===== config.mk =====
export PLATFORM = sky130hd
export DESIGN_NAME = xw_region_walker
export DESIGN_NICKNAME = d
export VERILOG_FILES = /design/src/rtl/xw_pkg.sv /design/src/rtl/xw_region_table.sv /design/src/rtl/xw_addr_calc.sv /design/src/rtl/xw_walk_ctrl.sv /design/src/rtl/xw_region_walker.sv
export SDC_FILE = /design/constraint.sdc
export NUM_CORES = 1
export LEC_CHECK = 0
export BUFFER_PORTS_ARGS = -buffer_cell sky130_fd_sc_hd__buf_4
export CAP_MARGIN = 20
export CORE_ASPECT_RATIO = 0.7
export CORE_UTILIZATION = 37
export DETAILED_ROUTE_END_ITERATION = 8
export GPL_TIMING_DRIVEN = 1
export PLACE_DENSITY_LB_ADDON = 0.2
export SYNTH_ARGS = -nofsm -noshare
export SYNTH_HDL_FRONTEND = slang
export SYNTH_SLANG_ARGS = --single-unit

===== constraint.sdc =====
create_clock -name clk -period 6.4 [get_ports clk]
set_input_delay 0.96 -clock clk [delete_from_list [all_inputs] [get_ports clk]]
set_output_delay 0.96 -clock clk [all_outputs]
set_load 0.1 [all_outputs]

===== src/rtl/xw_pkg.sv =====
`timescale 1ns/1ps
package xw_pkg;
    // Address geometry
    localparam int VA_W    = 48;
    localparam int PA_W    = 40;
    localparam int ENT_W   = 64;
    localparam int PG_SH   = 12;
    localparam int TAG_HI  = 47;
    localparam int TAG_LO  = 41;
    localparam int FIX_HI  = 40;
    localparam int FIX_LO  = 21;
    localparam int SIX_HI  = 20;
    localparam int SIX_LO  = 12;
    localparam int TAG_W   = TAG_HI - TAG_LO + 1;
    localparam int FIX_W   = FIX_HI - FIX_LO + 1;
    localparam int SIX_W   = SIX_HI - SIX_LO + 1;
    localparam int ENT_SH  = $clog2(ENT_W / 8);
    localparam int RGN_DEF = 4;

    typedef enum logic [2:0] {
        WS_IDLE   = 3'd0,
        WS_REGION = 3'd1,
        WS_FLAT   = 3'd2,
        WS_SMALL  = 3'd3,
        WS_DONE   = 3'd4
    } walk_st_e;

    typedef struct packed {
        logic             vld;
        logic [TAG_W-1:0] tag;
        logic [PA_W-1:0]  base;
    } rgn_ent_t;

    typedef struct packed {
        logic [TAG_W-1:0] tag;
        logic [FIX_W-1:0] fidx;
        logic [SIX_W-1:0] sidx;
        logic [PG_SH-1:0] off;
    } va_t;

    // Byte address of entry idx in a table of 8-byte entries
    function automatic logic [PA_W-1:0] tab_addr(input logic [PA_W-1:0] base,
                                                 input logic [FIX_W-1:0] idx);
        return base + PA_W'({idx, {ENT_SH{1'b0}}});
    endfunction

    // Page-aligned pointer carried in a table entry
    function automatic logic [PA_W-1:0] ent_ptr(input logic [ENT_W-1:0] ent);
        return {ent[PA_W-1:PG_SH], {PG_SH{1'b0}}};
    endfunction
endpackage


===== src/rtl/xw_region_table.sv =====
`timescale 1ns/1ps
module xw_region_table
    import xw_pkg::*;
#(
    parameter int NUM_RGN = RGN_DEF,
    localparam int IDX_W = (NUM_RGN > 1) ? $clog2(NUM_RGN) : 1
) (
    input  logic             clk,
    input  logic             rst,
    input  logic             wr_en,
    input  logic [IDX_W-1:0] wr_idx,
    input  rgn_ent_t         wr_ent,
    input  logic [TAG_W-1:0] look_tag,
    output logic             hit,
    output logic [PA_W-1:0]  hit_base
);
    rgn_ent_t           ent_q [NUM_RGN];
    logic [NUM_RGN-1:0] match;

    always_ff @(posedge clk) begin
        if (rst) begin
            for (int i = 0; i < NUM_RGN; i++) begin
                ent_q[i] <= '0;
            end
        end else if (wr_en) begin
            ent_q[wr_idx] <= wr_ent;
        end
    end

    // Parallel tag compare, one comparator per entry
    for (genvar g = 0; g < NUM_RGN; g++) begin : g_cmp
        assign match[g] = ent_q[g].vld && (ent_q[g].tag == look_tag);
    end

    // Lowest index wins: scan from the top so the lowest overwrites
    always_comb begin
        hit      = 1'b0;
        hit_base = '0;
        for (int i = NUM_RGN - 1; i >= 0; i--) begin
            if (match[i]) begin
                hit      = 1'b1;
                hit_base = ent_q[i].base;
            end
        end
    end
endmodule


===== src/rtl/xw_addr_calc.sv =====
`timescale 1ns/1ps
module xw_addr_calc
    import xw_pkg::*;
(
    input  va_t              va,
    input  logic [PA_W-1:0]  rgn_base,
    input  logic [ENT_W-1:0] ent,
    output logic [PA_W-1:0]  flat_addr,
    output logic [PA_W-1:0]  small_addr,
    output logic [PA_W-1:0]  leaf_pa,
    output logic             ent_ok
);
    logic ent_unused;

    assign flat_addr  = tab_addr(rgn_base, va.fidx);
    assign small_addr = tab_addr(ent_ptr(ent), FIX_W'(va.sidx));
    assign leaf_pa    = {ent[PA_W-1:PG_SH], va.off};
    assign ent_ok     = ent[0];
    assign ent_unused = ^{ent[ENT_W-1:PA_W], ent[PG_SH-1:1]};
endmodule


===== src/rtl/xw_walk_ctrl.sv =====
`timescale 1ns/1ps
module xw_walk_ctrl
    import xw_pkg::*;
(
    input  logic            clk,
    input  logic            rst,
    input  logic            req_valid,
    input  logic [VA_W-1:0] req_va,
    output logic            req_ready,
    output va_t             va_q,
    input  logic            rgn_hit,
    input  logic [PA_W-1:0] flat_addr,
    input  logic [PA_W-1:0] small_addr,
    input  logic [PA_W-1:0] leaf_pa,
    input  logic            ent_ok,
    output logic            mem_req_valid,
    input  logic            mem_req_ready,
    output logic [PA_W-1:0] mem_req_addr,
    input  logic            mem_rsp_valid,
    output logic            rsp_valid,
    output logic            rsp_fault,
    output logic [PA_W-1:0] rsp_pa
);
    walk_st_e        state_q;
    logic            issued_q;
    logic [PA_W-1:0] addr_q;
    logic            fault_q;
    logic [PA_W-1:0] pa_q;
    logic            rd_wait;

    // A returned word only counts while a read is actually in flight
    assign rd_wait = (state_q == WS_FLAT || state_q == WS_SMALL) && issued_q;

    always_ff @(posedge clk) begin
        if (rst) begin
            state_q  <= WS_IDLE;
            va_q     <= '0;
            issued_q <= 1'b0;
            addr_q   <= '0;
            fault_q  <= 1'b0;
            pa_q     <= '0;
        end else begin
            case (state_q)
                WS_IDLE: begin
                    if (req_valid) begin
                        va_q    <= va_t'(req_va);
                        fault_q <= 1'b0;
                        pa_q    <= '0;
                        state_q <= WS_REGION;
                    end
                end
                WS_REGION: begin
                    issued_q <= 1'b0;
                    if (rgn_hit) begin
                        addr_q  <= flat_addr;
                        state_q <= WS_FLAT;
                    end else begin
                        fault_q <= 1'b1;
                        state_q <= WS_DONE;
                    end
                end
                WS_FLAT: begin
                    if (!issued_q) begin
                        if (mem_req_ready) issued_q <= 1'b1;
                    end else if (rd_wait && mem_rsp_valid) begin
                        if (ent_ok) begin
                            addr_q   <= small_addr;
                            issued_q <= 1'b0;
                            state_q  <= WS_SMALL;
                        end else begin
                            fault_q <= 1'b1;
                            state_q <= WS_DONE;
                        end
                    end
                end
                WS_SMALL: begin
                    if (!issued_q) begin
                        if (mem_req_ready) issued_q <= 1'b1;
                    end else if (rd_wait && mem_rsp_valid) begin
                        if (ent_ok) pa_q <= leaf_pa;
                        fault_q <= !ent_ok;
                        state_q <= WS_DONE;
                    end
                end
                WS_DONE: begin
                    state_q <= WS_IDLE;
                end
                default: begin
                    state_q <= WS_IDLE;
                end
            endcase
        end
    end

    assign req_ready     = (state_q == WS_IDLE);
    assign mem_req_valid = (state_q == WS_FLAT || state_q == WS_SMALL) && !issued_q;
    assign mem_req_addr  = addr_q;
    assign rsp_valid     = (state_q == WS_DONE);
    assign rsp_fault     = fault_q;
    assign rsp_pa        = pa_q;
endmodule


===== src/rtl/xw_region_walker.sv =====
`timescale 1ns/1ps
module xw_region_walker
    import xw_pkg::*;
#(
    parameter int NUM_RGN = RGN_DEF,
    localparam int IDX_W = (NUM_RGN > 1) ? $clog2(NUM_RGN) : 1
) (
    input  logic             clk,
    input  logic             rst,
    input  logic             req_valid,
    output logic             req_ready,
    input  logic [VA_W-1:0]  req_va,
    output logic             rsp_valid,
    output logic             rsp_fault,
    output logic [PA_W-1:0]  rsp_pa,
    output logic             mem_req_valid,
    input  logic             mem_req_ready,
    output logic [PA_W-1:0]  mem_req_addr,
    input  logic             mem_rsp_valid,
    input  logic [ENT_W-1:0] mem_rsp_data,
    input  logic             cfg_we,
    input  logic [IDX_W-1:0] cfg_idx,
    input  logic             cfg_vld,
    input  logic [TAG_W-1:0] cfg_tag,
    input  logic [PA_W-1:0]  cfg_base
);
    va_t             va_q;
    logic            rgn_hit;
    logic [PA_W-1:0] rgn_base;
    logic [PA_W-1:0] flat_addr;
    logic [PA_W-1:0] small_addr;
    logic [PA_W-1:0] leaf_pa;
    logic            ent_ok;
    logic            cfg_take;
    rgn_ent_t        cfg_ent;

    // Table updates only while idle, so a walk never sees a changing entry
    assign cfg_take = cfg_we && req_ready;
    assign cfg_ent  = '{vld: cfg_vld, tag: cfg_tag, base: cfg_base};

    xw_region_table #(.NUM_RGN(NUM_RGN)) rtab_i (
        .clk      (clk),
        .rst      (rst),
        .wr_en    (cfg_take),
        .wr_idx   (cfg_idx),
        .wr_ent   (cfg_ent),
        .look_tag (va_q.tag),
        .hit      (rgn_hit),
        .hit_base (rgn_base)
    );

    xw_addr_calc acalc_i (
        .va         (va_q),
        .rgn_base   (rgn_base),
        .ent        (mem_rsp_data),
        .flat_addr  (flat_addr),
        .small_addr (small_addr),
        .leaf_pa    (leaf_pa),
        .ent_ok     (ent_ok)
    );

    xw_walk_ctrl wctl_i (
        .clk           (clk),
        .rst           (rst),
        .req_valid     (req_valid),
        .req_va        (req_va),
        .req_ready     (req_ready),
        .va_q          (va_q),
        .rgn_hit       (rgn_hit),
        .flat_addr     (flat_addr),
        .small_addr    (small_addr),
        .leaf_pa       (leaf_pa),
        .ent_ok        (ent_ok),
        .mem_req_valid (mem_req_valid),
        .mem_req_ready (mem_req_ready),
        .mem_req_addr  (mem_req_addr),
        .mem_rsp_valid (mem_rsp_valid),
        .rsp_valid     (rsp_valid),
        .rsp_fault     (rsp_fault),
        .rsp_pa        (rsp_pa)
    );
endmodule


# After elaboration in Yosys (flattened, before gate mapping)
# Memories as Yosys holds them, arrays and structs flattened.
# Cells that the tools add are included.
op_classes:
  eq_ne: 18
  reduce_logical: 22
  mux: 48
  add_sub_neg: 2
op_table:
  columns: ["cell", "count"]
  rows:
  - ["$mux 40", 12]
  - ["$pmux 40 s2", 2]
  - ["$mux 48", 1]
  - ["$reduce_or 48->1", 1]
  - ["$add 40x12->40", 1]
  - ["$add 40x23->40", 1]
  - ["$eq 7x7->1", 4]
  - ["$mux 1", 22]
  - ["$mux 3", 7]
  - ["$ne 2x2->1 const B", 8]
  - ["$reduce_and 5->1", 3]
  - ["$pmux 3 s4", 1]
  - ["$logic_and 1x1->1", 8]
  - ["$reduce_and 8->1", 1]
  - ["$eq 3x2->1 const B", 2]
  - ["$ne 2x1->1 const B", 2]
  - ["$pmux 1 s4", 1]
  - ["$reduce_bool 2->1", 2]
  - ["$reduce_bool 4->1", 1]
  - ["$eq 3x1->1 const B", 1]
  - ["$eq 3x3->1 const B", 1]
  - ["$logic_not 3->1", 1]
  - ["$pmux 1 s3", 1]
  - ["$reduce_bool 3->1", 1]
  - ["4 further kinds", 5]
totals:
  input_bits: 168
  mem_count: 1
  reg_bits: 133
  ramBits: 192
  elab_cells: 100
  output_inout_bits: 84
memory_table:
  columns: ["memory", "depth", "width", "read_ports", "rd_clocked_by_memory_dff", "wr", "line_no", "rtl"]
  rows:
  - ["rtab_i.ent_q", 4, 48, 4, 0, 4, "xw_region_table.sv:17", "rgn_ent_t ent_q [NUM_RGN];"]

# Logic depth before layout (Yosys ltp)
# Gate-level depths: netlist of the first run.
depth:
  word_depth: 9
  mapped_depth: 22
  mapped_depth_nobuf: 17

# By module
# A second synthesis of the first run with hierarchy kept.
hier_totals:
  cells_unflattened: 1638
  area_unflattened_um2: 16567.1
modules_own_cells:
  columns: ["mod", "area_per_inst_um2", "n_inst", "seq_area_each_um2", "cells_each"]
  rows:
  - ["xw_region_table", 8948.6, 1, 5765.5, 734]
  - ["xw_walk_ctrl", 5521.5, 1, 2662.6, 616]
  - ["xw_addr_calc", 2090.8, 1, 0.0, 287]
  - ["xw_region_walker", 6.3, 1, 0.0, 1]

# Worst setup path before layout of the first run
# OpenSTA, ideal clock, no wires.
synth_path:
  path_kind: "reg2reg"
  startpoint: "register wctl_i.state_q[0]"
  endpoint: "memory rtab_i.ent_q[0][0] (netlist bit), enable pin"
  path_slack_ns: 1.516
  period_less_slack_ns: 4.884
  path_buffers: 2
  setup_time_ns: 0.384
  path_stages_with_launch: 8
  arrival_time_ns: 4.500
  t_required_ns: 6.016
  cell_sequence: "dfxtp_1 -> clkbuf_1 -> nor3_1 -> nand2_1 -> or2_2 -> nor3_1 -> clkbuf_1 -> or2_2"
synth_rtl:
  columns: ["item", "line_no", "rtl"]
  rows:
  - ["start, declared", "xw_walk_ctrl.sv:24", "walk_st_e state_q;"]
  - ["start signal, assigned", "xw_walk_ctrl.sv:36", "state_q <= WS_IDLE;"]
  - ["start signal, assigned", "xw_walk_ctrl.sv:49", "state_q <= WS_REGION;"]
  - ["start signal, assigned", "xw_walk_ctrl.sv:56", "state_q <= WS_FLAT;"]
  - ["end, declared", "xw_region_table.sv:17", null]

# Worst setup path after layout of the first run
layout_path:
  startpoint: "register wctl_i.va_q[45] (netlist name)"
  endpoint: "register wctl_i.addr_q[37], in the netlist wctl_i.mem_req_addr[37]"
layout_between:
  elab_chain_len: 9
  word_cells_on_any_way: 21
  classes_between: "add/sub: 1; eq/ne: 5; mux: 10; reduce/logical: 5"
layout_lines:
  columns: ["item", "line_no", "rtl"]
  rows:
  - ["$eq 7x7->1", "xw_region_table.sv:32", "assign match[g] = ent_q[g].vld && (ent_q[g].tag == look_tag);"]
  - ["$logic_and 1x1->1", "xw_region_table.sv:32", null]
  - ["$mux 40 (4 in series)", "xw_region_table.sv:40", "if (match[i]) begin"]
  - ["$add 40x23->40", "xw_pkg.sv:44", "return base + PA_W'({idx, {ENT_SH{1'b0}}});"]
  - ["$mux 40", "xw_walk_ctrl.sv:54", "if (rgn_hit) begin"]
  - ["$pmux 40 s2", "xw_walk_ctrl.sv:43", "case (state_q)"]
  - ["end signal, assigned", "xw_walk_ctrl.sv:55", "addr_q <= flat_addr;"]
  - ["end signal, assigned", "xw_walk_ctrl.sv:67", "addr_q <= small_addr;"]
  - ["end, declared", "xw_walk_ctrl.sv:26", "logic [PA_W-1:0] addr_q;"]
# Parallel ways exist; a longest one is shown, timed or not. The select of a mux whose other input is x is not followed.
# A chain may end at the register's enable or synchronous reset.

==> results of run 1 <==
[final timing paths]
| check | from | to | slack, ps |
|---|---|---|---|
| worst min-delay path | wctl_i.rsp_pa[2] | wctl_i.rsp_pa[2] | 450 |
| worst max register to register | wctl_i.va_q[45] | wctl_i.mem_req_addr[37] | 910 |
| worst max-delay path | wctl_i.va_q[45] | wctl_i.mem_req_addr[37] | 910 |
| worst min register to register | wctl_i.rsp_pa[2] | wctl_i.rsp_pa[2] | 450 |
[cell families after synthesis]
| logic type | synth area share (%) |
|---|---|
| AND/OR/NAND/NOR | 21.83 |
| flip-flops | 55.75 |
| AO/OA/AOI/OAI | 13.71 |
| buffers and inverters | 3.319 |
| XOR/XNOR | 3.244 |
| adder cells (fa/ha/maj) | 1.788 |
| multiplexers | 0.3476 |
[metal layers]
metal  vias to the layer above  GRT usage, %  share of wire [%]  wire, um
met2                       328         32.63                 43     19650
met4                         4         5.815                2.4      1072
met5                         -             0              0.069        31
met1                      5632         30.55                 48     21570
li1                       5650             -                  -         -
met3                        73         4.424                6.3      2850
[final cells by class]
| cell class | count | area share [%] |
|---|---|---|
| antenna | 2 | 0.02721 |
| multi-input combinational | 1043 | 34.06 |
| clock inverter | 8 | 0.4829 |
| clock buffer | 55 | 5.782 |
| inverter | 13 | 0.2653 |
| timing repair buffer | 239 | 9.931 |
| sequential | 325 | 45.82 |
| tap | 535 | 3.639 |
[state kept, by name, indices dropped and copies added, names as in the netlist]
| name | flops |
|---|---|
| rtab_i.ent_q | 192 |
| wctl_i.issued_q | 1 |
| wctl_i.mem_req_addr | 40 |
| wctl_i.rsp_fault | 1 |
| wctl_i.rsp_pa | 40 |
| wctl_i.state_q | 3 |
| wctl_i.va_q | 48 |
[report_power, final]
group | internal, mW | switching (mW) | leakage (nW)
registers | 2.31 | 0.0400 | 3.08
clock network | 1.22 | 0.824 | 0.560
logic | 0.158 | 0.310 | 3.36
total | 3.69 | 1.17 | 7.01
[critical path, delay by kind of cell (launching register included)]
| kind | cells | cell delay [ps] |
|---|---|---|
| flip-flops | 1 | 460 |
| AO/OA/AOI/OAI | 5 | 1410 |
| adder cells (fa/ha/maj) | 2 | 680 |
| buffers and inverters | 1 | 70 |
| XOR/XNOR | 1 | 120 |
| multiplexers | 1 | 160 |
| AND/OR/NAND/NOR | 7 | 2450 |
[cell usage in the layout, fill, tap and decap left out, types with 5 or more instances in the layout]
master	Yosys	layout
sky130_fd_sc_hd__o22ai_1	10	10
sky130_fd_sc_hd__o211ai_1	5	5
sky130_fd_sc_hd__buf_4	0	237
sky130_fd_sc_hd__nand4_1	10	10
sky130_fd_sc_hd__nand2b_1	7	7
sky130_fd_sc_hd__or3_1	5	5
sky130_fd_sc_hd__a22oi_1	7	7
sky130_fd_sc_hd__clkbuf_8	0	7
sky130_fd_sc_hd__and2_1	202	201
sky130_fd_sc_hd__a21o_1	9	9
sky130_fd_sc_hd__edfxtp_1	192	192
sky130_fd_sc_hd__xnor2_1	36	36
sky130_fd_sc_hd__xor2_1	20	20
sky130_fd_sc_hd__a21oi_1	131	130
sky130_fd_sc_hd__and3_1	12	11
sky130_fd_sc_hd__a311oi_1	8	8
sky130_fd_sc_hd__o2111ai_1	6	6
sky130_fd_sc_hd__nand2_1	212	211
sky130_fd_sc_hd__a221oi_1	28	28
sky130_fd_sc_hd__nor2_1	86	82
sky130_fd_sc_hd__o21ai_0	24	24
sky130_fd_sc_hd__clkbuf_16	0	37
sky130_fd_sc_hd__dfxtp_1	133	133
sky130_fd_sc_hd__inv_1	13	13
sky130_fd_sc_hd__nor3_1	35	33
sky130_fd_sc_hd__nand3_1	49	49
sky130_fd_sc_hd__o31ai_1	18	17
sky130_fd_sc_hd__a211oi_1	18	18
sky130_fd_sc_hd__nor4_1	6	6
sky130_fd_sc_hd__clkbuf_1	81	11
sky130_fd_sc_hd__a311o_1	5	5
sky130_fd_sc_hd__ha_1	20	20
==> summary.txt, run 1 <==
RUN STATUS
-------------------------------------------------------------------------------
Outcome                                                               completed

LOGIC SYNTHESIS
-------------------------------------------------------------------------------
Fraction of the yosys area taken by sequential cells                     55.75%
Count of distinct cell types in the synthesized netlist                      75
Post-synth EDFFs                                                            192
Cell count after synthesis                                                 1488
Area share of the largest cell type after synthesis                      38.14%
Post-Synthesis Cell Area                                            0.01512 mm2
Net Count, Synth                                                           1677
Async S/R FF share, synth                                                    0%
Most frequent cells after synthesis                                sky130_fd_sc_hd__nand2_1, sky130_fd_sc_hd__and2_1, sky130_fd_sc_hd__edfxtp_1
Seq cells post-synth                                                        325
Mean area per synthesized cell                                        10.16 um2
Cell type contributing the most total cell area after synthesis    sky130_fd_sc_hd__edfxtp_1
Flip-flop cell with the highest count after synthesis              sky130_fd_sc_hd__edfxtp_1
Biggest area contributors in the synthesized netlist               sky130_fd_sc_hd__edfxtp_1, sky130_fd_sc_hd__dfxtp_1, sky130_fd_sc_hd__and2_1
Yosys Warn Count                                                              0
Most repeated cell in the gate-level netlist after synthesis       sky130_fd_sc_hd__nand2_1

FLOORPLANNING
-------------------------------------------------------------------------------
Initial cell density of the core                                         37.80%
Boundary pin count                                                          252
Placeable core region                                               0.03999 mm2
Vertical die dimension                                                 171.1 um
Die footprint                                                       0.04168 mm2
Chip width                                                             243.6 um
Placement row count                                                          61

FINAL LAYOUT
-------------------------------------------------------------------------------
Synthesis-to-layout area growth                                          21.68%
Final-layout fill cell count                                               3785
Share of post-route cells with drive strength above 1                    19.31%
Register area                                                      0.008428 mm2
Final std cell area, no fill                                        0.01840 mm2
Final cell count without fillers                                           2220
Count of nets after finishing                                              1847
Multi-input gate area in the final layout                          0.006265 mm2
Final design utilization                                                 46.00%

FLOW RUN
-------------------------------------------------------------------------------
Number of violations of the max-capacitance limit                             0

PLACE
-------------------------------------------------------------------------------
Placement-stage worst setup slack                                       1025 ps
Final estimated routing congestion in global placement                   0.8744
Port Buffer Count                                                           216
Cell count after placement                                                 2153
Post-placement cell area                                            0.01719 mm2
DPL Wire Length                                                        29.86 mm

DETAILED ROUTING
-------------------------------------------------------------------------------
Detail-routed net length per standard cell                             20.35 um
Detailed-route DRC error count                                                0
Routed via count                                                          11690
DR pass1 iterations                                                           5
Routed vias/inst                                                          5.264
DRT antenna net count                                                         0
DRC marker count from the first detailed-route iteration                    882
Wire length after detailed routing                                     45.17 mm

PWR
-------------------------------------------------------------------------------
Total power                                                            4.869 mW
Cell Pwr Density                                                   264.7 mW/mm2
VDD IR-drop max                                                     0.0001669 V
Static leakage power                                                   7.005 nW

CRITICAL PATH
-------------------------------------------------------------------------------
Setup crit start kind                                                  register
Cell count of the worst reg-to-reg path                                      17
Cells along the critical path                                      xnor2_1 -> nand4_1 -> or2_1 -> nor2_1 -> o31ai_1 -> ha_1 -> inv_1 -> fa_1 -> nand2b_1 -> a21oi_1 -> o211ai_1 -> o22ai_1 -> o22ai_1 -> nor3_2 -> nand4_1 -> mux2i_1 -> or3_1
Critical path data required time                                        6800 ps
Delay of the slowest critical-path stage                                 620 ps
Crit end category                                                      register
Highest-delay cell along the critical path                         sky130_fd_sc_hd__or2_1
CP Class                                                           register to register
Arrival time at the worst endpoint                                      5900 ps
Crit path max fanout                                                         13

CLOCK TREE
-------------------------------------------------------------------------------
Clock tree buffer depth                                                       3
H-tree lvl count                                                              2
TritonCTS clock tree                                                       done
PostCTS Resize Cnt                                                            0
Clock-pin transition on the worst setup and hold timing paths             60 ps
Quantity of hold-fixing buffers added after cts                               0
Postcts setup bufs                                                            0
Number of buffers inserted during clock tree synthesis                       36
Root buf cell                                                      sky130_fd_sc_hd__clkbuf_16
Clock latency reported for the late side of the worst-skew pair          520 ps
Clock net sink count                                                        325

GRT
-------------------------------------------------------------------------------
Initial antenna violation count                                               4
Maximum number of pins on one net before global-route repair                 93
GR Util All Layers                                                       21.35%
Total grt overflow                                                            0
First-pass GRT wire length                                             67.96 mm
Via count of the first global-routing pass                                11140

TIMING
-------------------------------------------------------------------------------
Max frequency                                                         182.1 MHz
Post-layout minimum cycle time                                          5492 ps
Number of endpoints with negative hold slack in the final report              0
Worst Tran Pin Value                                                    1085 ps
Sum of negative setup slack                                                0 ps
Post-route worst setup slack                                           908.0 ps
Period Utilization, post-route                                           85.81%
Max-Slew Margin vs Limit                                                 27.50%
Fin Clk Skew                                                           20.79 ps
Pins over their slew limit                                                    0
Setup repair after global routing missed its margin                       false
Tightest hold margin                                                   450.7 ps
Number of failing setup endpoints in the final timing report                  0

HOLD PATH
-------------------------------------------------------------------------------
Depth of the worst hold-timing path                                           2
Path class of the lowest-slack min-delay path                      register to register

Note: power is estimated with default switching activity, not from simulation.
==> run 2, diff against run 1 <==
--- a/config.mk
+++ b/config.mk
@@ -8,7 +8,7 @@
 export BUFFER_PORTS_ARGS = -buffer_cell sky130_fd_sc_hd__buf_4
 export CAP_MARGIN = 20
 export CORE_ASPECT_RATIO = 0.7
-export CORE_UTILIZATION = 37
+export CORE_UTILIZATION = 57
 export DETAILED_ROUTE_END_ITERATION = 8
 export GPL_TIMING_DRIVEN = 1
 export PLACE_DENSITY_LB_ADDON = 0.2
==> run 2 against run 1 <==
Utilization up 24 points; cell count decreased by 8.3%; wire length decreased by 6.3%; clock skew up 1.9 ps; flip-flop and latch count did not move; via count increased by 4.2%; fmax grew 1.3%; clock power decreased by 4%; total power shrank 1.7%; worst hold slack got worse by 1.6 ps; sequential share of layout area is 0.72 points higher; critical path type unchanged; largest cell class unchanged.
==> summary.txt, run 2 (synthesized netlist as in run 1, its figures left out) <==
CLOCK TREE
-------------------------------------------------------------------------------
Number of buffers inserted during clock tree synthesis                       34   -5.6%
TritonCTS clock tree                                                       done
Postcts setup bufs                                                            0   unchanged
PostCTS Resize Cnt                                                            0   unchanged
Clock tree buffer depth                                                       3   unchanged
H-tree lvl count                                                              2   unchanged
Clock latency reported for the late side of the worst-skew pair          520 ps   about the same
Clock-pin transition on the worst setup and hold timing paths             60 ps   about the same
Root buf cell                                                      sky130_fd_sc_hd__clkbuf_16
Quantity of hold-fixing buffers added after cts                               0   unchanged
Clock net sink count                                                        325   unchanged

PWR
-------------------------------------------------------------------------------
Share of power burned in the clock network                                41.0%   -1.0 points
Combinational share of power                                               9.7%   about the same
Share of total power consumed by net switching                           23.92%   -0.20 points
Design internal power                                                  3.640 mW   -1.5%
VDD IR-drop max                                                     0.0002072 V   +24%
Flop pwr share                                                            49.2%   +0.9 points
Cell Pwr Density                                                   264.1 mW/mm2   -0.20%
Switch Pwr                                                             1.144 mW   -2.6%
Static leakage power                                                   6.985 nW   -0.29%

FLOORPLANNING
-------------------------------------------------------------------------------
Vertical die dimension                                                 138.3 um   -19%
Placement row count                                                          49   -20%
Placeable core region                                               0.02587 mm2   -35%
Die footprint                                                       0.02719 mm2   -35%
Boundary pin count                                                          252   unchanged
Chip width                                                             196.6 um   -19%
Initial cell density of the core                                         58.43%   +21 points

TIMING
-------------------------------------------------------------------------------
Number of endpoints with negative hold slack in the final report              0   unchanged
Setup repair after global routing missed its margin                       false
Tightest hold margin                                                   449.1 ps   -1.570 ps
Worst Tran Pin Value                                                    1105 ps   +19.86 ps
Max-Slew Margin vs Limit                                                 26.19%   -1.3 points
Number of failing setup endpoints in the final timing report                  0   unchanged
Post-layout minimum cycle time                                          5424 ps   -68.44 ps
Sum of negative setup slack                                                0 ps   unchanged
Fin Clk Skew                                                           22.71 ps   +1.925 ps
Period Utilization, post-route                                           84.74%   -1.1 points
Pins over their slew limit                                                    0   unchanged
Max frequency                                                         184.4 MHz   +1.3%

CRITICAL PATH
-------------------------------------------------------------------------------
Start point of the critical path                                   wctl_i.va_q[46]
Setup crit start kind                                                  register
Cells along the critical path                                      xor2_1 -> nor4_4 -> o211a_4 -> a221oi_1 -> o31ai_1 -> ha_1 -> inv_1 -> fa_1 -> nand2b_1 -> a21oi_1 -> o211ai_1 -> o22ai_1 -> o22ai_1 -> nor3_2 -> buf_4 -> nand4_1 -> xnor2_1 -> a221oi_1
Reg-to-reg critical path startpoint                                wctl_i.va_q[46]
Cell class contributing the biggest share of worst-path delay      compound AO/OA/AOI/OAI gates
CP Class                                                           register to register
Highest-delay cell along the critical path                         sky130_fd_sc_hd__o211a_4
Delay of the slowest critical-path stage                                 580 ps   -40 ps
Crit end category                                                      register
Total buffers and inverters traversed by the critical path                    2   +1
Arrival time at the worst endpoint                                      5830 ps   -70 ps
Crit path max fanout                                                         33   +20
Critical path data required time                                        6800 ps   about the same

DETAILED ROUTING
-------------------------------------------------------------------------------
DR pass1 iterations                                                           6   +1
Wire length after detailed routing                                     42.32 mm   -6.3%
DRT antenna net count                                                         0   unchanged
Detailed-route DRC error count                                                0   unchanged
DRC marker count from the first detailed-route iteration                   1184   +34%
Routed via count                                                          12180   +4.2%
Detail-routed net length per standard cell                             20.79 um   +2.2%
Routed vias/inst                                                          5.984   +14%

FINAL LAYOUT
-------------------------------------------------------------------------------
Multi-input gate area in the final layout                          0.006250 mm2   -0.24%
Largest registers ranked by flip-flop count                        rtab_i.ent_q (192), wctl_i.va_q (48)
Final design utilization                                                 70.00%   +24 points
Number of antenna diodes                                                      0   -2
Register name with the most flops                                  rtab_i.ent_q
Most common cell after layout, fill and taps aside                 sky130_fd_sc_hd__buf_4
Number of flip-flops under the largest register name                        192   unchanged
Final std cell area, no fill                                        0.01811 mm2   -1.5%
Share of post-route cells with drive strength above 1                    19.36%   +0.046 points
Count of nets after finishing                                              1846   -0.054%
Final-layout fill cell count                                               1986   -48%
Commonest cells after routing, fill and taps aside                 sky130_fd_sc_hd__buf_4, sky130_fd_sc_hd__nand2_1, sky130_fd_sc_hd__and2_1
Synthesis-to-layout area growth                                          19.81%
Register area                                                      0.008428 mm2   unchanged
Final cell count without fillers                                           2036   -8.3%

GRT
-------------------------------------------------------------------------------
Met2 track utilization from global routing                               46.57%   +14 points
Via count of the first global-routing pass                                11380   +2.2%
Initial antenna violation count                                               1   -3
Total grt overflow                                                            0   unchanged
Most used routing layer in global routing                                  met2
Maximum number of pins on one net before global-route repair                 80   -14%
GR Util All Layers                                                       30.54%   +9.2 points
First-pass GRT wire length                                             64.11 mm   -5.7%
Met3 global-route usage                                                  6.123%   +1.7 points
Met1 global-route usage                                                  44.46%   +14 points

PLACE
-------------------------------------------------------------------------------
Cell count after placement                                                 1975   -8.3%
Port Buffer Count                                                           216   unchanged
Final estimated routing congestion in global placement                   0.8980   +2.7%
Post-placement cell area                                            0.01695 mm2   -1.4%
DPL Wire Length                                                        27.57 mm   -7.7%

HOLD PATH
-------------------------------------------------------------------------------
Path class of the lowest-slack min-delay path                      register to register
Startpoint of the tightest hold check path                         wctl_i.rsp_pa[9]

FLOW RUN
-------------------------------------------------------------------------------
Number of violations of the max-capacitance limit                             0   unchanged

RUN STATUS
-------------------------------------------------------------------------------
Outcome                                                               completed

[run 2: cell types whose count changed in the layout (fill, tap and decap cells not counted), moves of 2 or more]
cell                       previous run  this run
sky130_fd_sc_hd__nor2_4               3         1
sky130_fd_sc_hd__clkbuf_1            11         9
sky130_fd_sc_hd__buf_12               1         3
sky130_fd_sc_hd__diode_2              2         0
sky130_fd_sc_hd__clkinv_1             3         1
sky130_fd_sc_hd__or2_2                1         3
sky130_fd_sc_hd__nor2_2               3         5
sky130_fd_sc_hd__clkbuf_8             7         5
sky130_fd_sc_hd__or2_4                2         0
[run 2: layout make-up]
type	count	area share, %
sequential	325	46.54
multi-input combinational	1043	34.51
timing repair buffer	240	10.16
clock buffer	50	5.541
tap	357	2.466
clock inverter	8	0.5250
inverter	13	0.2694
[run 2: per-stage QoR]
stage | worst slack, ps | power (mW)
global route | 619.3 | 4.921
detailed placement | 1071 | 2.848
CTS | 1030 | 4.787
floorplan | 1516 | 2.660
finish | 976.4 | 4.784
global placement | 1199 | 2.836
[run 2: worst min-delay path, stage by stage (launching register included)]
cell and delay, ps:
sky130_fd_sc_hd__dfxtp_1 310, sky130_fd_sc_hd__nand2_1 50, sky130_fd_sc_hd__a21oi_1 50
[run 2: final timing paths]
path | endpoint | slack, ps | cells past startpoint
setup / recovery | wctl_i.mem_req_addr[39] | 980 | 18
hold / removal | wctl_i.rsp_pa[9] | 450 | 2
setup reg to reg | wctl_i.mem_req_addr[39] | 980 | 18
hold reg to reg | wctl_i.rsp_pa[9] | 450 | 2
[run 2: per-layer routing]
| layer | part of all wire, % | vias up |
|---|---|---|
| met5 | 0.031 | - |
| met1 | 43 | 5852 |
| met2 | 44 | 616 |
| met4 | 2.3 | 2 |
| li1 | - | 5637 |
| met3 | 11 | 76 |
[run 2: power by group through the flow]
stage               logic (mW)  clock network (mW)  registers [mW]
floorplan                0.248                   0            2.41
global placement         0.443                   0            2.39
detailed placement       0.450                   0            2.40
CTS                      0.454                1.98            2.35
global route             0.497                2.06            2.36
finish                   0.466                1.96            2.35
==> run 3, diff against run 2 <==
--- a/config.mk
+++ b/config.mk
@@ -5,10 +5,11 @@
 export SDC_FILE = /design/constraint.sdc
 export NUM_CORES = 1
 export LEC_CHECK = 0
+export ABC_AREA = 1
 export BUFFER_PORTS_ARGS = -buffer_cell sky130_fd_sc_hd__buf_4
 export CAP_MARGIN = 20
 export CORE_ASPECT_RATIO = 0.7
-export CORE_UTILIZATION = 57
+export CORE_UTILIZATION = 51
 export DETAILED_ROUTE_END_ITERATION = 8
 export GPL_TIMING_DRIVEN = 1
 export PLACE_DENSITY_LB_ADDON = 0.2
==> constraint.sdc (replaced) <==
create_clock -name clk -period 4.64 [get_ports clk]
set_input_delay 0.696 -clock clk [delete_from_list [all_inputs] [get_ports clk]]
set_output_delay 0.696 -clock clk [all_outputs]
set_load 0.1 [all_outputs]
==> run 3 against run 2 <==
Global-route usage shrank 3.1 points; total power increased by 96%; wire length increased by 1.8%; critical path depth rose by 8; register-to-register slack got worse by 560 ps; critical path type unchanged; highest routed layer is now met4.
==> summary.txt, run 3 <==
CRITICAL PATH
-------------------------------------------------------------------------------
Reg-to-reg critical path startpoint                                wctl_i.va_q[47]
Crit path max fanout                                                         23   -30%
Delay of the slowest critical-path stage                                 380 ps   -200 ps
Arrival time at the worst endpoint                                      4640 ps   -1190 ps
Start point of the critical path                                   wctl_i.va_q[47]
Setup crit start kind                                                  register
Most frequent cell on the critical path                            sky130_fd_sc_hd__nand2_1
Crit end category                                                      register
R2R Setup Slk                                                            410 ps   -560 ps
Cell count of the worst reg-to-reg path                                      26   +8
Critical path data required time                                        5050 ps   -1750 ps
CP Class                                                           register to register
Highest-delay cell along the critical path                         sky130_fd_sc_hd__dfxtp_2
Endpoint of the worst-slack reg-to-reg timing path                 wctl_i.mem_req_addr[28]

FINAL LAYOUT
-------------------------------------------------------------------------------
Number of flip-flops under the largest register name                        192   unchanged
Synthesis-to-layout area growth                                          19.60%
Multi-input gate area in the final layout                          0.006075 mm2   -2.8%
Count of nets after finishing                                              2194   +19%
Final cell count without fillers                                           2408   +18%
Final std cell area, no fill                                        0.01844 mm2   +1.8%
Final design utilization                                                 62.99%   -7.0 points
Register name with the most flops                                  rtab_i.ent_q
Share of post-route cells with drive strength above 1                    18.38%   -0.97 points
Final-layout fill cell count                                               2576   +30%
Commonest cells after routing, fill and taps aside                 sky130_fd_sc_hd__nand2_1, sky130_fd_sc_hd__nor2_1, sky130_fd_sc_hd__buf_4
Register area                                                      0.008429 mm2   about the same
Largest registers ranked by flip-flop count                        rtab_i.ent_q (192), wctl_i.va_q (48)
Most common cell after layout, fill and taps aside                 sky130_fd_sc_hd__nand2_1

RUN STATUS
-------------------------------------------------------------------------------
Outcome                                                               completed

LOGIC SYNTHESIS
-------------------------------------------------------------------------------
Most frequent cells after synthesis                                sky130_fd_sc_hd__nand2_1, sky130_fd_sc_hd__nor2_1, sky130_fd_sc_hd__edfxtp_1
Mean area per synthesized cell                                        8.468 um2   -17%
Biggest area contributors in the synthesized netlist               sky130_fd_sc_hd__edfxtp_1, sky130_fd_sc_hd__dfxtp_1, sky130_fd_sc_hd__nand2_1
Net Count, Synth                                                           2010   +20%
Most repeated cell in the gate-level netlist after synthesis       sky130_fd_sc_hd__nand2_1
Async S/R FF share, synth                                                    0%   unchanged
Post-Synthesis Cell Area                                            0.01542 mm2   +2.0%
Count of distinct cell types in the synthesized netlist                      49   -35%
Fraction of the yosys area taken by sequential cells                     54.66%   -1.1 points
Post-synth EDFFs                                                            192   unchanged
Cell type contributing the most total cell area after synthesis    sky130_fd_sc_hd__edfxtp_1
Yosys Warn Count                                                              0   unchanged
Flip-flop cell with the highest count after synthesis              sky130_fd_sc_hd__edfxtp_1
Area share of the largest cell type after synthesis                      37.39%   -0.75 points
Seq cells post-synth                                                        325   unchanged
Cell count after synthesis                                                 1821   +22%

PLACE
-------------------------------------------------------------------------------
Port Buffer Count                                                           216   unchanged
Final estimated routing congestion in global placement                   0.9125   +1.6%
Cell count after placement                                                 2350   +19%
Post-placement cell area                                            0.01743 mm2   +2.8%
DPL Wire Length                                                        28.67 mm   +4.0%
Placement-stage worst setup slack                                      224.0 ps   -846.6 ps

FLOORPLANNING
-------------------------------------------------------------------------------
Initial cell density of the core                                         52.67%   -5.8 points
Placement row count                                                          52   +6.1%
Boundary pin count                                                          252   unchanged
Die footprint                                                       0.03095 mm2   +14%
Chip width                                                             209.8 um   +6.7%
Placeable core region                                               0.02928 mm2   +13%
Vertical die dimension                                                 147.5 um   +6.7%

TIMING
-------------------------------------------------------------------------------
Max-Slew Margin vs Limit                                                 26.08%   -0.11 points
Number of failing setup endpoints in the final timing report                  0   unchanged
Period Utilization, post-route                                           91.11%   +6.4 points
Tightest hold margin                                                   373.0 ps   -76.15 ps
Post-layout minimum cycle time                                          4227 ps   -1196 ps
Setup repair after global routing missed its margin                       false
Number of endpoints with negative hold slack in the final report              0   unchanged
Sum of negative setup slack                                                0 ps   unchanged
Fin Clk Skew                                                           15.29 ps   -7.421 ps
Pins over their slew limit                                                    0   unchanged
Worst Tran Pin Value                                                    1109 ps   +4.080 ps
Max frequency                                                         236.6 MHz   +28%
Post-route worst setup slack                                           412.6 ps   -563.8 ps

CLOCK TREE
-------------------------------------------------------------------------------
Clock-pin transition on the worst setup and hold timing paths             60 ps   about the same
Clock net sink count                                                        325   unchanged
Root buf cell                                                      sky130_fd_sc_hd__clkbuf_16
Quantity of hold-fixing buffers added after cts                               0   unchanged
TritonCTS clock tree                                                       done
H-tree lvl count                                                              1   -1
Clock latency reported for the late side of the worst-skew pair          570 ps   +50 ps
Number of buffers inserted during clock tree synthesis                       31   -8.8%
Clock tree buffer depth                                                       3   unchanged
Postcts setup bufs                                                            0   unchanged

DETAILED ROUTING
-------------------------------------------------------------------------------
DRT antenna net count                                                         0   unchanged
Routed vias/inst                                                          5.533   -7.5%
Routed via count                                                          13320   +9.4%
Detail-routed net length per standard cell                             17.89 um   -14%
DRC marker count from the first detailed-route iteration                   1236   +4.4%
Detailed-route DRC error count                                                0   unchanged
Wire length after detailed routing                                     43.08 mm   +1.8%
DR pass1 iterations                                                           5   -1

HOLD PATH
-------------------------------------------------------------------------------
Depth of the worst hold-timing path                                           3   +1
Capture endpoint of the worst hold path                            wctl_i.mem_req_addr[20]
Startpoint of the tightest hold check path                         mem_rsp_data[20]
Path class of the lowest-slack min-delay path                      input port to register

PWR
-------------------------------------------------------------------------------
Total power                                                            9.370 mW   +96%
VDD IR-drop max                                                     0.0004398 V   +110%
Static leakage power                                                   7.865 nW   +13%
Cell Pwr Density                                                   508.1 mW/mm2   +92%

GRT
-------------------------------------------------------------------------------
Total grt overflow                                                            0   unchanged
Via count of the first global-routing pass                                12620   +11%
Maximum number of pins on one net before global-route repair                 97   +21%
Initial antenna violation count                                               1   unchanged
GR Util All Layers                                                       27.49%   -3.1 points
First-pass GRT wire length                                             67.25 mm   +4.9%

FLOW RUN
-------------------------------------------------------------------------------
Number of violations of the max-capacitance limit                             0   unchanged

## run 3: changes by cell type in the layout (fill, tap and decap cells not counted), moves of 26 or more
cell	delta
sky130_fd_sc_hd__a21oi_1	+59
sky130_fd_sc_hd__and2_1	-200
sky130_fd_sc_hd__inv_1	+111
sky130_fd_sc_hd__nand2_1	+145
sky130_fd_sc_hd__nand3_1	+65
sky130_fd_sc_hd__nor2_1	+190
sky130_fd_sc_hd__nor3_1	+26
sky130_fd_sc_hd__o21ai_0	+81
sky130_fd_sc_hd__xnor2_1	-33
## run 3: final cells by class
type / instances / share of cell area [%]
sequential: 325 / 45.71
multi-input combinational: 1255 / 32.94
timing repair buffer: 254 / 10.60
clock buffer: 45 / 4.783
inverter: 138 / 2.809
tap: 378 / 2.565
clock inverter: 12 / 0.5767
antenna: 1 / 0.01357
## run 3: how the worst max path moves through the flow
| stage | slack, ps | end | cells past startpoint |
|---|---|---|---|
| finish | 410 | wctl_i.mem_req_addr[28] | 26 |
| global route | 60 | wctl_i.mem_req_addr[28] | 26 |
| CTS | 170 | wctl_i.mem_req_addr[28] | 24 |
| detailed placement | 220 | wctl_i.mem_req_addr[28] | 24 |
| global placement | 480 | wctl_i.mem_req_addr[39] | 28 |
| floorplan | 650 | wctl_i.mem_req_addr[39] | 28 |
## run 3: critical path, delay by kind of cell (launching register included)
kind,cells,cell delay (ps)
compound gates,8,1190
fa+ha+maj,1,290
buf+inv,4,650
flops,1,380
simple gates,13,1550
## run 3: where the power goes
part | internal (mW) | leakage, nW | total [mW] | switching [mW]
Clock | 1.42 | 0.494 | 2.51 | 1.09
Combinational | 0.789 | 4.29 | 3.24 | 2.45
Sequential | 3.45 | 3.08 | 3.62 | 0.175
## run 3: cell families (layout without fill, tap and decap cells)
logic type	Yosys count	after routing	share of synthesized area, %
xor+xnor	14	14	0.7952
compound gates	357	357	12.63
buf+inv	241	449	6.329
fa+ha+maj	21	21	1.753
simple gates	863	863	23.84
other cells	0	1	0
flops	325	325	54.66
## run 3: layer usage
layer	vias up	wire, um	part of all wire (%)	track usage, %
met5	-	0	0	0
met4	0	1127	2.6	7.810
met3	63	2922	6.8	3.909
met2	494	19880	46	44.19
met1	6271	19160	44	38.94
li1	6495	-	-	-
## run 3: what timing repair did
action                                  in CTS  in global routing
resized for setup                            0                  9
endpoints found under the setup margin       0                  9
endpoints found under the hold margin        0                  0
